### config.mk
export PLATFORM = sky130hd
export DESIGN_NAME = interval_counter_ch
export DESIGN_NICKNAME = d
export VERILOG_FILES = /design/src/rtl/ivc_pkg.sv /design/src/rtl/ivc_cfg.sv /design/src/rtl/ivc_gate.sv /design/src/rtl/ivc_core.sv /design/src/rtl/interval_counter_ch.sv
export SDC_FILE = /design/constraint.sdc
export NUM_CORES = 1
export LEC_CHECK = 0
export BUFFER_PORTS_ARGS = -buffer_cell sky130_fd_sc_hd__buf_2
export CORE_AREA = 2 2 113 115
export CTS_CLUSTER_SIZE = 30
export DETAILED_ROUTE_END_ITERATION = 8
export DIE_AREA = 0 0 115 117
export MAX_ROUTING_LAYER = met4
export PLACE_DENSITY_LB_ADDON = 0.12
export SLEW_MARGIN = 20
export SYNTH_ARGS = -nofsm -noshare
export SYNTH_HDL_FRONTEND = slang
export SYNTH_HIERARCHICAL = 1
export SYNTH_SLANG_ARGS = --single-unit
### constraint.sdc
create_clock -name clk -period 5.2 [get_ports clk]
set_input_delay 0.52 -clock clk [delete_from_list [all_inputs] [get_ports clk]]
set_output_delay 0.52 -clock clk [all_outputs]
set_load 0.02 [all_outputs]
### src/rtl/ivc_pkg.sv
package ivc_pkg;

   typedef enum logic [2:0] {
      MD_TC_INT   = 3'd0,
      MD_ONESHOT  = 3'd1,
      MD_RATE     = 3'd2,
      MD_SQUARE   = 3'd3,
      MD_SW_STRB  = 3'd4,
      MD_HW_STRB  = 3'd5
   } ivc_mode_e;

   function automatic ivc_mode_e fold_mode(input logic [2:0] raw);
      case (raw)
         3'd6:    fold_mode = MD_RATE;
         3'd7:    fold_mode = MD_SQUARE;
         default: fold_mode = ivc_mode_e'(raw);
      endcase
   endfunction

   function automatic logic edge_retrig(input ivc_mode_e m);
      edge_retrig = (m == MD_ONESHOT) || (m == MD_RATE) ||
                    (m == MD_SQUARE)  || (m == MD_HW_STRB);
   endfunction

   function automatic logic level_gated(input ivc_mode_e m);
      level_gated = (m == MD_TC_INT) || (m == MD_SW_STRB);
   endfunction

endpackage

### src/rtl/ivc_cfg.sv
module ivc_cfg
   import ivc_pkg::*;
#(
   parameter int CNT_W = 16,
   localparam int CW   = CNT_W + 1
) (
   input  logic             clk,
   input  logic             rst_n,
   input  logic             load_i,
   input  logic [CNT_W-1:0] reload_i,
   input  logic [2:0]       mode_raw_i,
   output logic [CW-1:0]    n_new_o,
   output ivc_mode_e        mode_new_o,
   output logic [CW-1:0]    n_q_o,
   output ivc_mode_e        mode_q_o
);

   localparam logic [CW-1:0] FULL_N = {1'b1, {CNT_W{1'b0}}};

   assign n_new_o    = (reload_i == '0) ? FULL_N : {1'b0, reload_i};
   assign mode_new_o = fold_mode(mode_raw_i);

   always_ff @(posedge clk or negedge rst_n) begin
      if (!rst_n) begin
         n_q_o    <= FULL_N;
         mode_q_o <= MD_SQUARE;
      end else if (load_i) begin
         n_q_o    <= n_new_o;
         mode_q_o <= mode_new_o;
      end
   end

endmodule

### src/rtl/ivc_gate.sv
module ivc_gate
   import ivc_pkg::*;
(
   input  logic      clk,
   input  logic      rst_n,
   input  logic      gate_i,
   input  ivc_mode_e mode_i,
   output logic      restart_o,
   output logic      count_en_o
);

   logic gate_q;

   always_ff @(posedge clk or negedge rst_n) begin
      if (!rst_n) gate_q <= 1'b0;
      else        gate_q <= gate_i;
   end

   assign restart_o  = gate_i & ~gate_q & edge_retrig(mode_i);
   assign count_en_o = level_gated(mode_i) ? gate_i : 1'b1;

endmodule

### src/rtl/ivc_core.sv
module ivc_core
   import ivc_pkg::*;
#(
   parameter int CNT_W = 16,
   localparam int CW   = CNT_W + 1
) (
   input  logic             clk,
   input  logic             rst_n,
   input  logic             tick_i,
   input  logic             en_i,
   input  logic             restart_i,
   input  logic             load_i,
   input  logic [CW-1:0]    n_new_i,
   input  ivc_mode_e        mode_new_i,
   input  logic [CW-1:0]    n_i,
   input  ivc_mode_e        mode_i,
   output logic             out_o,
   output logic [CNT_W-1:0] count_o
);

   localparam logic [CW-1:0] FULL_N = {1'b1, {CNT_W{1'b0}}};

   logic [CW-1:0] ph, vis;
   logic          out_q, fired;

   logic          start, advance;
   logic [CW-1:0] start_n;
   ivc_mode_e     start_m;
   logic [CW-1:0] ph_inc, ph_nxt, half, sq_t, sq_vis, dn_vis;
   logic          hit;

   assign start   = load_i | restart_i;
   assign advance = tick_i & en_i & ~start;
   assign start_n = load_i ? n_new_i : n_i;
   assign start_m = load_i ? mode_new_i : mode_i;

   assign ph_inc = ph + CW'(1);
   assign ph_nxt = (ph_inc == n_i) ? '0 : ph_inc;
   assign half   = (n_i + CW'(1)) >> 1;
   assign sq_t   = vis + n_i - CW'(2);
   assign sq_vis = (vis > CW'(2)) ? (vis - CW'(2)) :
                   ((sq_t == '0) ? n_i : sq_t);
   assign dn_vis = {1'b0, vis[CNT_W-1:0] - CNT_W'(1)};
   assign hit    = (vis[CNT_W-1:0] == CNT_W'(1));

   always_ff @(posedge clk or negedge rst_n) begin
      if (!rst_n) begin
         ph    <= '0;
         vis   <= FULL_N;
         out_q <= 1'b1;
         fired <= 1'b0;
      end else if (start) begin
         ph    <= '0;
         vis   <= start_n;
         out_q <= (start_m == MD_SQUARE);
         fired <= 1'b0;
      end else if (advance) begin
         ph <= ph_nxt;
         case (mode_i)
            MD_RATE: begin
               vis   <= n_i - ph_nxt;
               out_q <= (ph_nxt == '0);
            end
            MD_SQUARE: begin
               vis   <= sq_vis;
               out_q <= (ph_nxt < half);
            end
            MD_SW_STRB, MD_HW_STRB: begin
               vis   <= dn_vis;
               out_q <= hit & ~fired;
               fired <= fired | hit;
            end
            default: begin
               vis   <= dn_vis;
               out_q <= out_q | hit;
            end
         endcase
      end
   end

   assign out_o   = out_q;
   assign count_o = vis[CNT_W-1:0];


   tc_sticky_chk: assert property (@(posedge clk) disable iff (!rst_n)
      (!start && out_q && (mode_i == MD_TC_INT || mode_i == MD_ONESHOT)) |=> out_q);


   strobe_one_tick_chk: assert property (@(posedge clk) disable iff (!rst_n)
      (advance && out_q && (mode_i == MD_SW_STRB || mode_i == MD_HW_STRB)) |=> !out_q);


   rate_pulse_reload_chk: assert property (@(posedge clk) disable iff (!rst_n)
      (mode_i == MD_RATE && out_q) |-> (vis == n_i));


   square_range_chk: assert property (@(posedge clk) disable iff (!rst_n)
      (mode_i == MD_SQUARE) |-> (vis != '0 && vis <= n_i));


   retrig_reload_chk: assert property (@(posedge clk) disable iff (!rst_n)
      (restart_i && !load_i) |=> (vis == n_i && ph == '0));


   idle_hold_chk: assert property (@(posedge clk) disable iff (!rst_n)
      (!tick_i && !start) |=> ($stable(vis) && $stable(out_q)));

endmodule

### src/rtl/interval_counter_ch.sv
module interval_counter_ch
   import ivc_pkg::*;
#(
   parameter int CNT_W = 16
) (
   input  logic             clk,
   input  logic             rst_n,
   input  logic             tick,
   input  logic             load,
   input  logic [CNT_W-1:0] reload_val,
   input  logic [2:0]       mode_sel,
   input  logic             gate,
   output logic             cnt_out,
   output logic [CNT_W-1:0] count_val
);

   localparam int CW = CNT_W + 1;

   generate
      if (CNT_W < 2) begin : g_width_bad
         $error("interval_counter_ch: CNT_W must be at least 2");
      end
   endgenerate

   logic [CW-1:0] n_new, n_q;
   ivc_mode_e     mode_new, mode_q;
   logic          restart, count_en;

   ivc_cfg #(.CNT_W(CNT_W)) u_cfg (
      .clk        (clk),
      .rst_n      (rst_n),
      .load_i     (load),
      .reload_i   (reload_val),
      .mode_raw_i (mode_sel),
      .n_new_o    (n_new),
      .mode_new_o (mode_new),
      .n_q_o      (n_q),
      .mode_q_o   (mode_q)
   );

   ivc_gate u_gate (
      .clk        (clk),
      .rst_n      (rst_n),
      .gate_i     (gate),
      .mode_i     (mode_q),
      .restart_o  (restart),
      .count_en_o (count_en)
   );

   ivc_core #(.CNT_W(CNT_W)) u_core (
      .clk        (clk),
      .rst_n      (rst_n),
      .tick_i     (tick),
      .en_i       (count_en),
      .restart_i  (restart),
      .load_i     (load),
      .n_new_i    (n_new),
      .mode_new_i (mode_new),
      .n_i        (n_q),
      .mode_i     (mode_q),
      .out_o      (cnt_out),
      .count_o    (count_val)
   );

endmodule

==> results.cfg <==
[status]
outcome = complete, no violations

[sta]
hold_violations = 0
whs_ps = 311
finalCritPeriodShare_pct = 96.0
fmax_mhz = 200
maxSlewViolCount = 0
relSlewSlack_pct = 47.2
finClkSkew_ps = 6.97
setup_viol = 0
min_period_ps = 4990
worstMarginPinSlew_ps = 789

[clock_tree]
clkTransAtPathRegs_ps = 50
tritoncts = yes
clk_latency_ps = 340
root_buffer = clkbuf_16
cts_max_level = 3
clock_sinks = 57
hold_buffers = 0
numCtsBuffers = 9
cts_buffer_depth = 2

[yosys]
synth_commonest_cells = nor2_1 (94), inv_1 (93), a21oi_1 (82), nand2_1 (79), ha_1 (69)
yosys_register_bits = 57
syn-num-nets = 1133
ys_warn_count = 6
syn_avg_cell_area_sq_um = 7.43
syn-instance-count = 1038
synth_edf_count = 0
yosysTopAreaCell = dfrtp_1
synth_top_cell_area_share_pct = 16.9
ys_async_sr_fraction_pct = 100
ys_seq_area_share_pct = 18.6
synthFlopType = dfrtp_1
syn_area_sq_um = 7710
synth.most_common_cell = nor2_1
ys_types = 79
yosys-top-cells-area = dfrtp_1 (17%), ha_1 (11%), xnor2_1 (7.2%)

[power]
p_leak_nw = 3.60
power_mw = 2.28
p_per_area_nw_per_um2 = 278
ir_drop_uv = 149

[critical_path]
critPathKind = reg -> reg
reg2reg_depth = 19
timing.rr.start = u_core/ph[0]
cp_max_fo = 23
r2r_slack_ps = 210
startpoint = u_core/ph[0]
required_ps = 5470
worstSetupEndpointType = flop
endpoint = u_core/out_o
r2r_end = u_core/out_o
cp-start-kind = flop
cp.arrival_ps = 5260

[routing]
vias = 7673
firstDrtPassIters = 6
antenna_left = 0
drt_iter0_drc = 725
detail_route.vias_per_cell = 6.46
drt_wl_total_mm = 24.3
drc = 0
wl_per_cell_um = 20.4

[placement]
io_buffers = 40
dp.cells = 1170
dpl.hpwl_mm = 18.3
place_congestion = 0.999

[die]
coreArea_sq_um = 12300
die_y_um = 117
rows = 41
die_x_um = 115
dieArea_sq_um = 13500
start_util_pct = 62.6
io_pins = 41

[grt]
grtUsageTotal_pct = 37.8
grt-ovfl-total = 0
antenna_found_initial = 1
grt_max_degree = 60
grt_pass1_vias = 6952
grt_first_pass_wirelength_mm = 37.9

[final_layout]
layout-drive-gt1-share_pct = 12.1
instances_no_fill = 1188
areaGrowthSynthToFinish_pct = 6.38
final_util_pct = 66.6
nets = 1127

[run]
drv_cap = 0

[hold_path]
holdCritPathClass = in -> reg
critical path, stage by stage, from the launching register on:
cell      delay [ps]
dfrtp_2          450
ha_1             210
nand4_1          290
or4_1            600
nand2_1          100
nor4b_1          260
nand4_1          220
nor4_4           240
buf_4            190
buf_4            260
nand2b_1         170
inv_1             50
ha_1             280
and4_1           210
or4b_2           600
nor2_1           130
nor4_1            60
o211ai_1         130
nand2_1           70
a2111o_1         400
power by group:
part	internal [mW]	switching (mW)
Sequential	0.485	0.0826
Combinational	0.443	0.707
Clock	0.346	0.217
Total	1.27	1.01
stage by stage:
stage	area (sq um)	setup TNS (ps)	worst slack, ps
global route	8200	-30.0	-30.0
CTS	8180	0	138
global placement	7900	0	271
floorplan	7710	0	570
detailed placement	7900	0	137
finish	8200	0	206
layout make-up:
type,count,area (sq um)
Multi-Input combinational cell,800,5520
Fill cell,1146,4110
Sequential cell,57,1430
Timing Repair Buffer,71,433
Inverter,93,349
Clock buffer,13,260
Tap cell,150,188
Clock inverter,3,15.0
Antenna cell,1,2.50
layer usage:
metal | up-vias | wire length, um | GRT usage [%]
li1 | 3650 | - | -
met1 | 3576 | 10100 | 48.7
met2 | 401 | 11500 | 60.1
met3 | 46 | 2060 | 6.44
met4 | 0 | 584 | 13.6
met5 | - | 0 | -
worst min path at each step:
stage / from / to / slack [ps] / cells after the start
CTS: gate / u_gate/gate_q / 310 / 1
global route: gate / u_gate/gate_q / 310 / 1
detailed placement: u_core/fired / u_core/fired / 490 / 2
floorplan: rst_n / u_cfg/mode_q_o[2] / 220 / 0
global placement: u_core/fired / u_core/fired / 480 / 2
finish: gate / u_gate/gate_q / 310 / 1
placed cells by master, fill, tap and decap left out, types with 17 or more instances in the layout:
cell and count:
nand2b_1 17, nor3_1 28, dfrtp_1 51, buf_4 31, nor2_1 93, xor2_1 19
xnor2_1 63, nand3_1 29, mux2_1 18, o21ai_0 53, nor4_1 17, ha_1 69
buf_2 40, inv_1 93, a21oi_1 81, nand2_1 79
kinds of logic (layout without fill, tap and decap cells):
family | count (synthesis) | after routing | share of synthesized area, %
other | 0 | 1 | 0
adder cells (fa/ha/maj) | 71 | 71 | 11.7
XOR/XNOR | 84 | 84 | 9.90
multiplexers | 25 | 25 | 3.64
flip-flops | 57 | 57 | 18.6
AO/OA/AOI/OAI | 267 | 267 | 22.4
AND/OR/NAND/NOR | 353 | 353 | 23.7
buffers and inverters | 181 | 180 | 10.0
state kept, by name, indices dropped and copies added (netlist names):
register / count
u_cfg/n_q_o: 17
u_core/ph: 17
u_core/vis: 17
u_cfg/mode_q_o: 3
u_core/fired: 1
u_core/out_o: 1
u_gate/gate_q: 1
timing repair:
item | in CTS | in global routing
resized for setup | 0 | 4
buffers inserted | 0 | 1
endpoints found under the setup margin | 0 | 7
Power figures use the tool's default switching activity.
